### src/rtl/tps_pkg.sv
package tps_pkg;
    localparam int COL_W = 6;
    localparam int ROW_W = 3;
    localparam int BUS_W = 8;

    typedef struct packed {
        logic             pending;
        logic [COL_W-1:0] col;
        logic [ROW_W-1:0] row;
        logic             rd_prev;
        logic             wr_prev;
        logic             rd_hit;
        logic             wr_hit;
    } tps_regs_t;
endpackage

### src/rtl/tps_sync.sv
module tps_sync #(
    parameter int         WIDTH   = 4,
    parameter int         STAGES  = 2,
    parameter logic [3:0] RST_VAL = 4'b1100
) (
    input  logic             clk,
    input  logic             rst_n,
    input  logic [WIDTH-1:0] async_i,
    output logic [WIDTH-1:0] sync_o
);
    logic [WIDTH-1:0] stage_q [STAGES];
    logic [WIDTH-1:0] stage_d [STAGES];

    generate
        for (genvar s = 0; s < STAGES; s++) begin : g_stage
            if (s == 0) begin : g_first
                assign stage_d[s] = async_i;
            end else begin : g_next
                assign stage_d[s] = stage_q[s-1];
            end
            always_ff @(posedge clk or negedge rst_n) begin
                if (!rst_n) stage_q[s] <= RST_VAL[WIDTH-1:0];
                else        stage_q[s] <= stage_d[s];
            end
        end
    endgenerate

    assign sync_o = stage_q[STAGES-1];
endmodule

### src/rtl/tps_scan.sv
module tps_scan #(
    parameter int NUM_DRV    = 3,
    parameter int NUM_SNS    = 6,
    parameter int SETTLE_CYC = 4
) (
    input  logic               clk,
    input  logic               rst_n,
    input  logic [NUM_SNS-1:0] sense_i,
    output logic [NUM_DRV-1:0] drive_o,
    output logic               hit_o,
    output logic [NUM_DRV-1:0] hit_row_o,
    output logic [NUM_SNS-1:0] hit_col_o
);
    localparam int IDX_W = (NUM_DRV > 1) ? $clog2(NUM_DRV) : 1;
    localparam int CNT_W = $clog2(SETTLE_CYC + 1);

    typedef struct packed {
        logic [IDX_W-1:0] idx;
        logic [CNT_W-1:0] cnt;
    } scan_t;

    scan_t scan_d, scan_q;
    logic  slot_end;

    assign slot_end = (scan_q.cnt == CNT_W'(SETTLE_CYC - 1));

    always_comb begin
        scan_d = scan_q;
        if (slot_end) begin
            scan_d.cnt = '0;
            scan_d.idx = (scan_q.idx == IDX_W'(NUM_DRV - 1)) ? '0 : scan_q.idx + 1'b1;
        end else begin
            scan_d.cnt = scan_q.cnt + 1'b1;
        end
    end

    always_ff @(posedge clk or negedge rst_n) begin
        if (!rst_n) scan_q <= '0;
        else        scan_q <= scan_d;
    end

    generate
        for (genvar g = 0; g < NUM_DRV; g++) begin : g_drive
            assign drive_o[g] = (scan_q.idx == IDX_W'(g));
        end
    endgenerate

    always_comb begin
        hit_col_o = '0;
        for (int i = NUM_SNS - 1; i >= 0; i--) begin
            if (sense_i[i]) begin
                hit_col_o    = '0;
                hit_col_o[i] = 1'b1;
            end
        end
    end

    assign hit_o     = slot_end && (|sense_i);
    assign hit_row_o = drive_o;
endmodule

### src/rtl/tps_irq.sv
module tps_irq #(
    parameter int PULSE_CYC = 3
) (
    input  logic clk,
    input  logic rst_n,
    input  logic pulse_mode_i,
    input  logic capture_i,
    input  logic ack_i,
    output logic irq_n_o
);
    localparam int PW = $clog2(PULSE_CYC + 1);

    typedef struct packed {
        logic          flag;
        logic [PW-1:0] cnt;
    } irq_t;

    irq_t irq_d, irq_q;

    always_comb begin
        irq_d = irq_q;
        if (ack_i) irq_d.flag = 1'b0;
        if (capture_i && !pulse_mode_i) irq_d.flag = 1'b1;
        if (capture_i && pulse_mode_i) begin
            irq_d.cnt = PW'(PULSE_CYC);
        end else if (irq_q.cnt != '0) begin
            irq_d.cnt = irq_q.cnt - 1'b1;
        end
    end

    always_ff @(posedge clk or negedge rst_n) begin
        if (!rst_n) irq_q <= '0;
        else        irq_q <= irq_d;
    end

    assign irq_n_o = pulse_mode_i ? (irq_q.cnt == '0) : !irq_q.flag;
endmodule

### src/rtl/touch_pad_scanner.sv
module touch_pad_scanner
    import tps_pkg::*;
#(
    parameter int SETTLE_CYC  = 4,
    parameter int PULSE_CYC   = 3,
    parameter int SYNC_STAGES = 2
) (
    input  logic             clk,
    input  logic             rst_n,
    input  logic             pulse_mode,
    input  logic [1:0]       addr,
    input  logic             rd_n,
    input  logic             wr_n,
    output logic [BUS_W-1:0] data_out,
    output logic             data_oe,
    output logic             irq_n,
    output logic [ROW_W-1:0] drive,
    input  logic [COL_W-1:0] sense
);
    logic [3:0]       bus_s;
    logic             rd_s, wr_s;
    logic [1:0]       addr_s;
    logic             hit;
    logic [ROW_W-1:0] hit_row;
    logic [COL_W-1:0] hit_col;
    logic             rd_rise, wr_rise, clr_rd, ack_wr, capture;
    tps_regs_t        reg_d, reg_q;

    tps_sync #(.WIDTH(4), .STAGES(SYNC_STAGES), .RST_VAL(4'b1100)) sync_i (
        .clk(clk), .rst_n(rst_n),
        .async_i({rd_n, wr_n, addr}),
        .sync_o(bus_s)
    );
    assign rd_s   = bus_s[3];
    assign wr_s   = bus_s[2];
    assign addr_s = bus_s[1:0];

    tps_scan #(.NUM_DRV(ROW_W), .NUM_SNS(COL_W), .SETTLE_CYC(SETTLE_CYC)) scan_i (
        .clk(clk), .rst_n(rst_n), .sense_i(sense), .drive_o(drive),
        .hit_o(hit), .hit_row_o(hit_row), .hit_col_o(hit_col)
    );

    assign rd_rise = rd_s && !reg_q.rd_prev;
    assign wr_rise = wr_s && !reg_q.wr_prev;
    assign clr_rd  = rd_rise && reg_q.rd_hit;
    assign ack_wr  = wr_rise && reg_q.wr_hit;
    assign capture = hit && !reg_q.pending && !clr_rd;

    always_comb begin
        reg_d         = reg_q;
        reg_d.rd_prev = rd_s;
        reg_d.wr_prev = wr_s;
        if (!rd_s && addr_s[1]) reg_d.rd_hit = 1'b1;
        else if (rd_rise)       reg_d.rd_hit = 1'b0;
        if (!wr_s && addr_s[1]) reg_d.wr_hit = 1'b1;
        else if (wr_rise)       reg_d.wr_hit = 1'b0;
        if (clr_rd) begin
            reg_d.pending = 1'b0;
            reg_d.col     = '1;
            reg_d.row     = '1;
        end else if (capture) begin
            reg_d.pending = 1'b1;
            reg_d.col     = hit_col;
            reg_d.row     = hit_row;
        end
    end

    always_ff @(posedge clk or negedge rst_n) begin
        if (!rst_n) begin
            reg_q         <= '0;
            reg_q.col     <= '1;
            reg_q.row     <= '1;
            reg_q.rd_prev <= 1'b1;
            reg_q.wr_prev <= 1'b1;
        end else begin
            reg_q <= reg_d;
        end
    end

    tps_irq #(.PULSE_CYC(PULSE_CYC)) irq_i (
        .clk(clk), .rst_n(rst_n), .pulse_mode_i(pulse_mode),
        .capture_i(capture), .ack_i(clr_rd || ack_wr), .irq_n_o(irq_n)
    );

    always_comb begin
        data_oe  = !rd_s && addr_s[1];
        data_out = '1;
        if (data_oe) begin
            if (addr_s[0]) data_out = {{(BUS_W-ROW_W){1'b1}}, reg_q.row};
            else           data_out = {{(BUS_W-COL_W){1'b1}}, reg_q.col};
        end
    end
endmodule

### config.mk
export PLATFORM = sky130hd
export DESIGN_NAME = touch_pad_scanner
export DESIGN_NICKNAME = d
export VERILOG_FILES = /design/src/rtl/tps_pkg.sv /design/src/rtl/tps_sync.sv /design/src/rtl/tps_scan.sv /design/src/rtl/tps_irq.sv /design/src/rtl/touch_pad_scanner.sv
export SDC_FILE = /design/constraint.sdc
export NUM_CORES = 1
export LEC_CHECK = 0
export BUFFER_PORTS_ARGS = -buffer_cell sky130_fd_sc_hd__buf_2
export CAP_MARGIN = 10
export CORE_MARGIN = 2
export CORE_UTILIZATION = 30
export CTS_CLUSTER_DIAMETER = 80
export DETAILED_ROUTE_END_ITERATION = 10
export GPL_TIMING_DRIVEN = 0
export PLACE_DENSITY = 0.54
export REMOVE_ABC_BUFFERS = 1
export SYNTH_ARGS = -nofsm -noshare
export SYNTH_HDL_FRONTEND = slang
export SYNTH_SLANG_ARGS = --single-unit
### constraint.sdc
create_clock -name clk -period 3.1 [get_ports clk]
set_clock_uncertainty 0.2 [all_clocks]
set_input_delay 0 -clock clk [delete_from_list [all_inputs] [get_ports clk]]
set_output_delay 0 -clock clk [all_outputs]
set_load 0.05 [all_outputs]
==> reports/metrics.csv, run 1 <==
stage;metric;value;unit
outcome;status;finished clean;
detailed_routing;via_per_inst;4.510;
detailed_routing;drc;0;
clock_network;cts.sinks;30;
detailed_routing;ant_nets;0;
placed_design;gp_congestion;0.7262;
placed_design;hpwl;1745;um
yosys;ys_seq_area_frac;0.5982;
grt;grt_start_max_net_pins;31;
floorplan;core_area;4058;um^2
final_layout;nets;162;
detailed_routing;drt-total-wl;2501;um
floorplan;start_util;0.3170;
final_layout;fin_util;0.4132;
final_layout;syn_to_final_growth;30.35;%
detailed_routing;drt_iter0_drc;21;
yosys;yosysWarnings;0;
grt;overflow;0;
sta;hold_viol;0;
floorplan;fp.dieH;69.48;um
yosys;yosys.area.top_type;dfstp_2;
yosys;ys.flop_type;dfstp_2;
yosys;synthDistinctLibCells;33;
critical_path;crit_fanout;3;
sta;slew_violations;0;
yosys;ys_top_cells_by_area;dfstp_2 (31%), dfrtp_1 (29%), mux2i_1 (5.4%);
sta;period_needed;2.672;ns
detailed_routing;dr.pass1.iters;5;
power;leakagePower;0.0007316;uW
min_path;hold_class;in2async;
final_layout;drive_above_1_share;0.3378;
critical_path;timing.critical_path.required;3.11;ns
floorplan;io-pin-count;26;
clock_network;path_clk_slew;0.06;ns
detailed_routing;vias;893;
critical_path;ff2ff_path_depth;6;
power;ir_drop;0.3401;mV
critical_path;start_kind;input pin;
yosys;postSynthAreaPerCell;12.13;um^2
flow_run;maxCapViolations;0;
yosys;synth-edff-count;0;
sta;maxSlewHeadroom;0.5769;
grt;grt_pass1_wl;4264;um
power;powerDensity;621.9;nW/um^2
grt;grt_pass1_vias;991;
sta;hold_ws;0.08034;ns
sta;rsz0062_at_grt;false;
sta;setup_tns;0;ns
clock_network;cts_resized;0;
yosys;synth_area;1286;um^2
final_layout;diodes;0;
grt;grtUsageTotal;0.1131;
critical_path;arrival;2.69;ns
sta;worst_pin_slew;0.6346;ns
clock_network;cts_tree;done;
power;finalPower;1043;uW
final_layout;fin_cells;198;
yosys;yosysTopAreaCellShare;0.3064;
placed_design;io_buffer_count;23;
sta;setup_violations;0;
critical_path;end_kind;flop;
placed_design;placed_cells;176;
critical_path;criticalPathCategory;in2reg;
yosys;ys_seq_elements;30;
floorplan;die_w;69.48;um
sta;fmax;374.3;MHz
clock_network;cts_buffers;5;
grt;grt_antenna_before_repair;0;
floorplan;rows;23;
clock_network;root_buffer;clkbuf_8;
floorplan;die-area;4827;um^2
sta;timing.final.crit_share;0.8619;
clock_network;insertion_delay;0.27;ns
detailed_routing;wire_per_inst;12.63;um
yosys;synthArstFlopShare;1.000;
clock_network;cts_buffer_depth;2;
yosys;syn_inst;106;
clock_network;htree_num_levels;2;
==> area by class of cell <==
cell class                 count  area [um^2]
inverter                       4        15.01
fill                         379         2381
sequential                    30        769.5
timing repair buffer          37        255.2
clock buffer                   7        86.33
tap                           50        62.56
clock inverter                 1        5.005
multi-input combinational     69        483.0
==> per-layer routing <==
| metal | global-route usage | share of wire | wire, um |
|---|---|---|---|
| met1 | 0.1249 | 0.45 | 1120 |
| met3 | 0.04360 | 0.041 | 102 |
| met2 | 0.1912 | 0.50 | 1256 |
| met4 | 0.05229 | 0.0084 | 21 |
| met5 | 0 | 0 | 0 |
==> registers in the layout, indices dropped and copies added, names as in the netlist <==
signal and count:
irq_i.irq_q 3, reg_q 14, scan_i.scan_q 5, sync_i.stage_d 4, sync_i.sync_o 4
==> where the power goes <==
part / switching, uW / total (uW) / internal [uW]
clock: 132 / 310 / 179
sequential: 39.0 / 516 / 477
combinational: 124 / 216 / 92.7
==> cell families after synthesis <==
| family | count (synthesis) | synth area share |
|---|---|---|
| buffers and inverters | 8 | 0.02918 |
| AND/OR/NAND/NOR | 37 | 0.1673 |
| adder cells (fa/ha/maj) | 2 | 0.01945 |
| AO/OA/AOI/OAI | 18 | 0.1041 |
| flip-flops | 30 | 0.5983 |
| other | 1 | 0.002915 |
| multiplexers | 9 | 0.07199 |
| XOR/XNOR | 1 | 0.006811 |
==> cells in the mapped netlist (2+ instances only) <==
library cell  instances
nand2_1               8
o21a_1                3
clkbuf_1              2
nor2_1                9
dfstp_2              15
a221o_1               4
dfrtp_1              15
mux2_2                2
nor2b_1               5
inv_1                 4
buf_4                 2
ha_1                  2
or3_1                 5
o21ai_0               4
mux2i_1               7
nand2b_1              2
==> path summary, 6_finish.rpt <==
path	from	slack (ns)	to
max in group asynchronous	rst_n	2.21	sync_i.sync_o[1]$_DFF_PN0_
hold / removal	rst_n	0.08	scan_i.scan_q[3]$_DFFE_PN0N_
setup reg to reg	scan_i.scan_q[0]$_DFF_PN0_	0.57	reg_q[12]$_DFFE_PN1P_
min in group clk	sync_i.stage_d[1]$_DFF_PN0_	0.15	sync_i.sync_o[1]$_DFF_PN0_
hold reg to reg	sync_i.stage_d[1]$_DFF_PN0_	0.15	sync_i.sync_o[1]$_DFF_PN0_
setup / recovery	sense[3]	0.43	reg_q[12]$_DFFE_PN1P_
==> worst max-delay path, stage by stage <==
cell,delay (ns)
dlygate4sd3_1,0.53
buf_2,0.14
or4_1,0.58
o21a_1,0.20
dlygate4sd3_1,0.55
o21ai_1,0.12
dlygate4sd3_1,0.57
==> what timing repair did <==
item	4_1_cts	5_1_grt
setup buffers	0	0
hold buffers	14	0
hold endpoints to repair	43	0
==> stage by stage <==
step | setup slack (ns) | instance area [um^2]
6_report | 0.4282 | 1677
5_1_grt | 0.3790 | 1677
4_1_cts | 0.4890 | 1677
3_5_place_dp | 1.342 | 1445
3_3_place_gp | 1.362 | 1445
2_1_floorplan | 1.406 | 1267
==> cells in the final DEF, fill, tap and decap left out, types with 2 or more instances in the layout <==
cell type	instances
nor2b_1	5
nor2_1	9
dfrtp_1	15
nand2_1	8
clkbuf_8	6
o21ai_0	4
a221o_1	4
ha_1	2
o21a_1	3
mux2_2	2
mux2i_1	7
or3_1	5
inv_1	4
nand2b_1	2
conb_1	2
dfstp_2	15
buf_2	23
dlygate4sd3_1	14
(Power assumes the default switching activity.)
==> run 2, diff against run 1 <==
--- a/config.mk
+++ b/config.mk
@@ -7,7 +7,6 @@
 export LEC_CHECK = 0
 export BUFFER_PORTS_ARGS = -buffer_cell sky130_fd_sc_hd__buf_2
 export CAP_MARGIN = 10
-export CORE_MARGIN = 2
 export CORE_UTILIZATION = 30
 export CTS_CLUSTER_DIAMETER = 80
 export DETAILED_ROUTE_END_ITERATION = 10
==> reports/metrics.csv, run 2 (synthesis results as in run 1) <==
stage;metric;value;unit;change
final_layout;diodes;0;;unchanged
clock_network;cts_resized;0;;unchanged
detailed_routing;drc;0;;unchanged
final_layout;largest_reg_flops;14;;unchanged
detailed_routing;wire_per_inst;11.93;um;-5.5%
grt;grt_pass1_wl;4036;um;-5.3%
sta;worst_pin_slew;0.6422;ns;+0.007541 ns
grt;overflow;0;;unchanged
detailed_routing;routed.top_layer;met4;;
power;powerDensity;612.3;nW/um^2;-1.5%
floorplan;fp.dieH;67.48;um;-2.9%
sta;maxSlewHeadroom;0.5719;;-0.005027
detailed_routing;drt_iter0_drc;45;;+110%
sta;hold_ws;0.08852;ns;+0.008180 ns
final_layout;mostFrequentLayoutCells;buf_2 (23), dfrtp_1 (15), dfstp_2 (15);;
flow_run;maxCapViolations;0;;unchanged
power;ir_drop;0.3729;mV;+9.6%
placed_design;hpwl;1663;um;-4.7%
sta;setup_tns;0;ns;unchanged
detailed_routing;wl_met3;127;um;+25%
critical_path;r2r-start;scan_i.scan_q[0]$_DFF_PN0_;;
critical_path;ff2ff_path_depth;6;;unchanged
critical_path;max_stage_delay;0.58;ns;about the same
clock_network;cts_buffers;5;;unchanged
critical_path;ff2ff_setup_slack;0.62;ns;+0.05 ns
grt;grt_start_max_net_pins;31;;unchanged
floorplan;die-area;4554;um^2;-5.7%
clock_network;cts_tree;done;;
sta;slew_violations;0;;unchanged
power;leakagePower;0.0007228;uW;-1.2%
placed_design;io_buffer_count;23;;unchanged
sta;setup_violations;0;;unchanged
final_layout;regMostFlops;reg_q;;
floorplan;start_util;0.3170;;unchanged
outcome;status;finished clean;;
sta;rsz0062_at_grt;false;;
critical_path;crit_family;buffers and inverters;;
clock_network;cts_buffer_depth;2;;unchanged
grt;grtUsageTotal;0.1263;;+0.01313
final_layout;largestRegisters;reg_q x14, scan_i.scan_q x5;;
final_layout;syn_to_final_growth;29.47;%;
detailed_routing;wl_met2;1116;um;-11%
critical_path;arrival;2.65;ns;-0.04 ns
final_layout;layout_commonest_cell;buf_2;;
floorplan;rows;23;;unchanged
critical_path;cp.buffers_inverters;4;;unchanged
min_path;hold_class;in2async;;
critical_path;crit_fanout;3;;unchanged
critical_path;slowest_stage;or4_1;;
detailed_routing;wl_met1;1057;um;-5.6%
final_layout;nets;162;;unchanged
detailed_routing;dr.pass1.iters;4;;-1
critical_path;end_kind;flop;;
detailed_routing;via_per_inst;4.662;;+3.4%
floorplan;io-pin-count;26;;unchanged
clock_network;cts_setup_buffers;0;;unchanged
final_layout;n_fill_cell;382;;+0.79%
critical_path;timing.critical_path.required;3.12;ns;about the same
detailed_routing;drt-total-wl;2363;um;-5.5%
sta;fmax;380.5;MHz;+1.7%
floorplan;core_area;4058;um^2;unchanged
sta;period_needed;2.628;ns;-0.04396 ns
grt;grt_pass1_vias;872;;-12%
clock_network;cts.sinks;30;;unchanged
critical_path;start_kind;input pin;;
clock_network;postCtsHoldBufs;14;;unchanged
final_layout;drive_above_1_share;0.3243;;-0.01351
sta;hold_viol;0;;unchanged
critical_path;crit_path_frequent_cell;dlygate4sd3_1;;
floorplan;die_w;67.48;um;-2.9%
placed_design;place_area;1445;um^2;unchanged
clock_network;htree_num_levels;2;;unchanged
final_layout;seq_area;769.5;um^2;unchanged
placed_design;gp_congestion;0.8065;;+11%
critical_path;criticalPathCategory;in2reg;;
placed_design;placed_cells;176;;unchanged
final_layout;design_area;1665;um^2;-0.67%
sta;timing.final.crit_share;0.8477;;-0.01418
final_layout;multiInputGateArea;483.0;um^2;unchanged
clock_network;insertion_delay;0.28;ns;about the same
detailed_routing;ant_nets;0;;unchanged
critical_path;critPathLaunch;sense[3];;
final_layout;fin_cells;198;;unchanged
clock_network;root_buffer;clkbuf_8;;
critical_path;reg2reg_to;reg_q[12]$_DFFE_PN1P_;;
critical_path;crit_chain;dlygate4sd3_1 > buf_2 > or4_1 > o21a_1 > dlygate4sd3_1 > o21ai_1 > dlygate4sd3_1;;
grt;grt_antenna_before_repair;0;;unchanged
detailed_routing;vias;923;;+3.4%
clock_network;path_clk_slew;0.06;ns;about the same
run 2: per-stage QoR:
stage | worst slack [ns] | util | power [uW]
6_report | 0.4721 | 0.4104 | 1020
3_5_place_dp | 1.371 | 0.3562 | 720.8
2_1_floorplan | 1.406 | - | 662.6
3_3_place_gp | 1.389 | 0.3562 | 711.0
4_1_cts | 0.4835 | 0.4104 | 1036
5_1_grt | 0.3870 | 0.4104 | 1086
run 2: worst max path at each step:
stage                              endpoint  depth (start not counted)
2_1_floorplan  scan_i.scan_q[4]$_DFFE_PN0N_                          2
3_3_place_gp           reg_q[9]$_DFFE_PN1P_                          4
3_5_place_dp           reg_q[9]$_DFFE_PN1P_                          4
4_1_cts               reg_q[12]$_DFFE_PN1P_                          7
5_1_grt               reg_q[12]$_DFFE_PN1P_                          7
6_report              reg_q[12]$_DFFE_PN1P_                          7
run 2: power breakdown:
group	switching (uW)	total, uW	internal, uW
Sequential	39.1	516	477
Combinational	120	212	92.3
Clock	132	291	159
Total	291	1020	728
run 2: area by class of cell:
class                           instances  share of cell area
Tap cell                               50             0.03757
Inverter                                4            0.009016
Timing Repair Buffer                   37              0.1533
Clock buffer                            8             0.04808
Multi-Input combinational cell         69              0.2900
Sequential cell                        30              0.4621
run 2: per-layer routing:
layer | up-vias | global-route usage
li1 | 449 | -
met1 | 443 | 0.1543
met2 | 25 | 0.1832
met3 | 6 | 0.04899
met4 | 0 | 0.08245
met5 | - | 0
